[config.mk]
export PLATFORM = sky130hd
export DESIGN_NAME = taillight_seq
export DESIGN_NICKNAME = d
export VERILOG_FILES = /design/src/rtl/tl_pkg.sv /design/src/rtl/tl_request_decode.sv /design/src/rtl/tl_next_state.sv /design/src/rtl/tl_state_reg.sv /design/src/rtl/tl_lamp_drive.sv /design/src/rtl/taillight_seq.sv
export SDC_FILE = /design/constraint.sdc
export NUM_CORES = 1
export LEC_CHECK = 0
export ABC_CLOCK_PERIOD_IN_PS = 1600
export BUFFER_PORTS_ARGS = -buffer_cell sky130_fd_sc_hd__buf_4
export CORE_AREA = 8 8 45 47
export DETAILED_ROUTE_END_ITERATION = 8
export DIE_AREA = 0 0 53 55
export HOLD_SLACK_MARGIN = 0.05
export SLEW_MARGIN = 25
export SYNTH_ARGS = -nofsm -noshare
export SYNTH_HDL_FRONTEND = slang
export SYNTH_HIERARCHICAL = 1
export SYNTH_SLANG_ARGS = --single-unit
[constraint.sdc]
create_clock -name clk -period 1.6 [get_ports clk]
set_input_delay 0.24 -clock clk [delete_from_list [all_inputs] [get_ports clk]]
set_output_delay 0.24 -clock clk [all_outputs]
set_load 0.01 [all_outputs]
[src/rtl/tl_pkg.sv]
package tl_pkg;

  localparam int LAMPS  = 3;
  localparam int SIDES  = 2;
  localparam int STW    = 3;
  localparam int POSW   = STW - 1;

  // bit 2 marks the right side; bits 1:0 count the chase in Gray order
  typedef enum logic [STW-1:0] {
    ST_IDLE = 3'b000,
    ST_L1   = 3'b001,
    ST_L2   = 3'b011,
    ST_L3   = 3'b010,
    ST_ALL  = 3'b100,
    ST_R1   = 3'b101,
    ST_R2   = 3'b111,
    ST_R3   = 3'b110
  } tl_state_e;

  typedef struct packed {
    logic want_all;
    logic want_left;
    logic want_right;
    logic haz;
  } tl_req_t;

  localparam logic [POSW-1:0] POS_REST  = 2'b00;
  localparam logic [POSW-1:0] POS_LAST  = 2'b10;

  // sort raw inputs into exactly one of: all, left, right or none
  function automatic tl_req_t tl_classify(input logic l, input logic r, input logic h);
    tl_req_t q;
    q.haz        = h;
    q.want_all   = h | (l & r);
    q.want_left  = l & ~r & ~h;
    q.want_right = r & ~l & ~h;
    return q;
  endfunction

  // advance one step through the Gray chase 00 -> 01 -> 11 -> 10 -> 00
  function automatic logic [POSW-1:0] tl_gray_step(input logic [POSW-1:0] p);
    logic [POSW-1:0] n;
    case (p)
      2'b00:   n = 2'b01;
      2'b01:   n = 2'b11;
      2'b11:   n = 2'b10;
      default: n = 2'b00;
    endcase
    return n;
  endfunction

  // lamp bar lit for a chase position: grows from the inner lamp outward
  function automatic logic [LAMPS-1:0] tl_bar(input logic [POSW-1:0] p);
    logic [LAMPS-1:0] b;
    case (p)
      2'b01:   b = 3'b001;
      2'b11:   b = 3'b011;
      2'b10:   b = 3'b111;
      default: b = 3'b000;
    endcase
    return b;
  endfunction

  // first or second chase step (either side)
  function automatic logic tl_mid_chase(input tl_state_e s);
    logic [STW-1:0] c;
    c = s;
    return c[0];
  endfunction

endpackage

[src/rtl/tl_request_decode.sv]
module tl_request_decode
  import tl_pkg::*;
(
  input  logic    turn_left_i,
  input  logic    turn_right_i,
  input  logic    hazard_i,
  output tl_req_t req_o
);

  always_comb begin
    req_o = tl_classify(turn_left_i, turn_right_i, hazard_i);
  end

endmodule

[src/rtl/tl_next_state.sv]
module tl_next_state
  import tl_pkg::*;
(
  input  tl_state_e state_i,
  input  tl_req_t   req_i,
  output tl_state_e next_o,
  output logic      preempt_o,
  output logic      chase_done_o
);

  logic [STW-1:0]  code;
  logic [POSW-1:0] pos;
  logic            side_r;

  assign code   = state_i;
  assign pos    = code[POSW-1:0];
  assign side_r = code[STW-1];

  assign preempt_o    = tl_mid_chase(state_i) & req_i.haz;
  assign chase_done_o = (state_i != ST_ALL) && (pos == POS_LAST);

  always_comb begin
    next_o = ST_IDLE;
    if (state_i == ST_IDLE) begin
      if (req_i.want_all)        next_o = ST_ALL;
      else if (req_i.want_left)  next_o = ST_L1;
      else if (req_i.want_right) next_o = ST_R1;
      else                       next_o = ST_IDLE;
    end else if (state_i == ST_ALL) begin
      next_o = ST_IDLE;
    end else if (pos == POS_LAST) begin
      next_o = ST_IDLE;
    end else if (req_i.haz) begin
      next_o = ST_ALL;
    end else begin
      next_o = tl_state_e'({side_r, tl_gray_step(pos)});
    end
  end

endmodule

[src/rtl/tl_state_reg.sv]
module tl_state_reg
  import tl_pkg::*;
(
  input  logic      clk,
  input  logic      rst,
  input  tl_state_e next_i,
  output tl_state_e state_o
);

  always_ff @(posedge clk) begin
    if (rst) state_o <= ST_IDLE;
    else     state_o <= next_i;
  end

endmodule

[src/rtl/tl_lamp_drive.sv]
module tl_lamp_drive
  import tl_pkg::*;
(
  input  tl_state_e        state_i,
  output logic [LAMPS-1:0] lamp_left_o,
  output logic [LAMPS-1:0] lamp_right_o
);

  logic [STW-1:0]             code;
  logic [LAMPS-1:0]           bar;
  logic                       all_on;
  logic [SIDES-1:0][LAMPS-1:0] side_lamps;

  assign code   = state_i;
  assign all_on = (state_i == ST_ALL);
  assign bar    = tl_bar(code[POSW-1:0]);

  for (genvar s = 0; s < SIDES; s++) begin : g_side
    logic this_side;
    assign this_side = (code[STW-1] == s[0]);
    assign side_lamps[s] = all_on ? {LAMPS{1'b1}} : (this_side ? bar : '0);
  end

  assign lamp_left_o  = side_lamps[0];
  assign lamp_right_o = side_lamps[1];

endmodule

[src/rtl/taillight_seq.sv]
module taillight_seq
  import tl_pkg::*;
(
  input  logic             clk,
  input  logic             rst,
  input  logic             turn_left_i,
  input  logic             turn_right_i,
  input  logic             hazard_i,
  output logic [LAMPS-1:0] lamp_left_o,
  output logic [LAMPS-1:0] lamp_right_o
);

  tl_req_t   req;
  tl_state_e state_q;
  tl_state_e state_d;
  logic      haz_preempt;
  logic      chase_done;

  tl_request_decode u_req (
    .turn_left_i (turn_left_i),
    .turn_right_i(turn_right_i),
    .hazard_i    (hazard_i),
    .req_o       (req)
  );

  tl_next_state u_next (
    .state_i     (state_q),
    .req_i       (req),
    .next_o      (state_d),
    .preempt_o   (haz_preempt),
    .chase_done_o(chase_done)
  );

  tl_state_reg u_reg (
    .clk    (clk),
    .rst    (rst),
    .next_i (state_d),
    .state_o(state_q)
  );

  tl_lamp_drive u_lamp (
    .state_i     (state_q),
    .lamp_left_o (lamp_left_o),
    .lamp_right_o(lamp_right_o)
  );

endmodule

# [Word level (Yosys, flattened, before mapping)]
# Cells that the tools add are included.
[op_classes] n_eq_ne=4 n_mux=13 n_bitwise=9 reduce_logical=3
[op_table] op="$mux 3" n=11
[op_table] op="$pmux 3 s3" n=1
[op_table] op="$pmux 2 s3" n=1
[op_table] op="$and 1x1->1" n=5
[op_table] op="$eq 2x2->1 const B" n=2
[op_table] op="$reduce_bool 4->1" n=1
[op_table] op="$eq 3x3->1 const B" n=1
[op_table] op="$logic_not 3->1" n=1
[op_table] op="$not 1->1" n=3
[op_table] op="$eq 2x1->1 const B" n=1
[op_table] op="$logic_not 2->1" n=1
[op_table] op="$or 1x1->1" n=1
[word_totals] word_cells=31 reg_bits=3 out_inout_bits=6 inputBits=5

# [Depth between registers and ports, before layout]
[logic_depth] depth_word=7 ltp_mapped=5 mapped_depth_nobuf=5

# [Hierarchy]
# Netlist, hierarchy kept.
[modules_own_cells] module="tl_state_reg" seq_area_each_um2=60.1 area_each_um2=78.8 cells_each=6 n_inst=1
[modules_own_cells] module="tl_next_state" seq_area_each_um2=0.0 area_each_um2=67.6 cells_each=11 n_inst=1
[modules_own_cells] module="tl_lamp_drive" seq_area_each_um2=0.0 area_each_um2=60.1 cells_each=10 n_inst=1
[modules_own_cells] module="tl_request_decode" seq_area_each_um2=0.0 area_each_um2=31.3 cells_each=4 n_inst=1

# [Worst setup path before layout]
# No wires, ideal clock.
[synth_path] kind="register to output" startpoint="register u_reg.state_o[2]" endpoint="output lamp_left_o[1]" path_stages_with_launch=3 slack_ps=430 arrival_ps=930 path_buffers=0 t_required_ps=1360 cell_sequence="dfxtp_1 > or3b_1 > o21ai_0"
[synth_between] elab_chain_cells=2 word_cells_on_any_way=3 cone_classes="eq/ne: 1; mux: 2"
[synth_rtl] item="start: declaration" line="tl_state_reg.sv:7" rtl="output tl_state_e state_o"
[synth_rtl] item="start signal: assignment" line="tl_state_reg.sv:12" rtl="else state_o <= next_i;"
[synth_rtl] item="$eq 3x3->1 or $mux 3 (tied branches)" line="tl_lamp_drive.sv:15, tl_lamp_drive.sv:21"
[synth_rtl] item="$mux 3 *" line="tl_lamp_drive.sv:21" rtl="assign side_lamps[s] = all_on ? {LAMPS{1'b1}} : (this_side ? bar : '0);"
[synth_rtl] item="end: declaration" line="taillight_seq.sv:9" rtl="output logic [LAMPS-1:0] lamp_left_o,"
# Mark *: on every way between the ends. The rest lies on a longest branch, timed or not.

# [Worst setup path after layout]
# Same ends and word-level chain as after synthesis.

==> impl_metrics.ini <==
[floorplan]
floorplan.rows = 14
floorplan_die_area_um2 = 2920
design.core.area_um2 = 1380
chipWidth_um = 53
initial_utilization_pct = 16.0
top_level_ports = 11
fp.dieH_um = 55

[timing]
final_period_minus_worst_setup_slack_ps = 1450
timing_hold_violations_final = 0
final.period_utilization_pct = 90.7
timing_worst_slew_pin_value_ps = 247
setup-tns-final_ps = 0
maxClockFrequency_mhz = 689
finalMaxSlewViolations = 0
grt_setup_unrepaired = false
fin_clk_skew_ps = 0.740
report.final.setup_viol = 0
max-slew-margin-rel_pct = 83.3

[yosys]
synth.net_count = 34
syn-instance-count = 29
syn_area_per_cell_um2 = 7.64
synth.yosys.warnings = 6
synthesis.area_um2 = 221

[route]
routedLengthMet1_um = 206
wire_per_inst_um = 9.28
drc = 0
firstDrtPassIters = 3
drt_iter0_drc = 5
routed_via_density = 3.88
wl_met3_um = 60
detail-route-antenna-nets = 0
detailroute.via_count = 221
met2_wirelength_um = 263
top_layer_used = met3
wl_um = 529

[power_and_ir_drop]
leakage_nw = 0.145
psw_mw = 0.0759
power.density_cell_area_nw_per_um2 = 878
switching_share_pct = 26.0
power.share.clock_pct = 45.2
pwr-share-comb_pct = 24.7
cell_internal_pwr_mw = 0.216
power_frac_seq_pct = 30.1
vdd_ir_drop_max_mv = 0.206

[clocking]
cts_setup_buffers = 0
cts_clk_pin_slew_worst_paths_ps = 40
cts.root.buffer_cell = clkbuf_4
clock_sink_count = 3
clk_latency_ps = 230
cts_buffers = 3
cts_tree = built
cts_h_tree_lvls = 1
cts.path.max_buffers = 2

[critical_path]
crit_slowest_cell = dfxtp_2
critical_path.endpoint_type = output pin
arrival_ps = 1210
cp-start-kind = flop
critPathMaxFanout = 10
max_stage_delay_ps = 410
worst-setup-path-type = flop to output pin
critical_path_required_ps = 1360
cp_cell_sequence = or3b_1 -> o21ai_0 -> buf_4

[final_layout]
insertedDiodeCount = 0
final_design_area_no_fill_um2 = 333
nNetsFinal = 47
largest_reg_flops = 3
syn2layout_area_growth_pct = 50.3
biggest_regs = u_reg/state_o (3)
share_of_cells_above_drive_strength_1_pct = 39.0
layout.filler_cells = 161
register_area_um2 = 61.3
largest-register = u_reg/state_o
multi_input_comb_area_um2 = 143

[global_routing]
grt_pass1_wl_um = 772
grt_usage_pct = 3.93
first_global_vias = 213
grt.overflow.total = 0
largest_net_degree_at_the_start_of_global_routing = 11
grt_antenna_before_repair = 0

[placed_design]
dp_hpwl_um = 404
placed_area_um2 = 305
portBuffers = 10
finalWeightedCongestion = 0.635

[flow_run]
max-cap-violations = 0

[min_path]
type_of_the_tightest_min_delay_check = primary input to flop

[run_status]
run_status = complete, no violations
[cell type report]
type | instances | share of cell area [%]
clock buffer | 4 | 7.89
inverter | 2 | 2.26
multi-input combinational | 22 | 42.9
sequential | 3 | 18.4
tap | 16 | 6.02
timing repair buffer | 10 | 22.6
[worst paths after layout]
kind	slack [ps]	endpoint	startpoint	cells after the start
max reg2reg	590	u_reg/state_o[0]	u_reg/state_o[0]	4
max	150	lamp_left_o[1]	u_reg/state_o[2]	3
min reg2reg	650	u_reg/state_o[0]	u_reg/state_o[1]	2
min	170	u_reg/state_o[2]	rst	2
[worst max-delay path: cells and delay by family, from the launching register on]
kind	cells	cell delay, ps
buf+inv	1	140
flops	1	410
simple gates	1	350
compound gates	1	70
[metal layers]
layer  track usage (%)  up-vias
li1                  -      119
met1              2.88       96
met2              5.27        6
met3              2.94        0
met4              6.47        0
met5                 0        -
[power by group through the flow]
stage	Combinational [mW]	Clock [mW]	Sequential, mW
after floorplan	0.0391	0	0.0862
after CTS	0.0740	0.140	0.0870
after global routing	0.0804	0.141	0.0884
after global placement	0.0736	0	0.0876
final	0.0723	0.132	0.0879
after detailed placement	0.0737	0	0.0882
[repair_timing]
action                     4_1_cts  5_1_grt
hold buffers                     0        0
resized for setup                0        1
setup endpoints to repair        0        1
[per-stage QoR]
step	setup WS [ps]	total power, mW	utilization [%]	cells	hold slack [ps]
floorplan	430	0.125	-	29	312
global placement	320	0.161	22.1	53	420
detailed placement	289	0.162	22.1	53	421
CTS	34.5	0.301	24.0	57	171
global route	86.5	0.310	24.1	57	174
finish	148	0.292	24.1	57	173
[layout by cell type (no fill, tap or decap), drive strengths merged]
| master | count |
|---|---|
| and2b | 1 |
| nor2b | 4 |
| nor3 | 1 |
| or3b | 1 |
| inv | 2 |
| buf | 10 |
| o21ai | 2 |
| a21o | 1 |
| nor2 | 3 |
| or2 | 1 |
| xnor2 | 2 |
| dfxtp | 3 |
| nor3b | 2 |
| a21boi | 1 |
| clkbuf | 4 |
| a21oi | 2 |
| o41ai | 1 |
No activity file was read; power rests on OpenSTA's default activity.
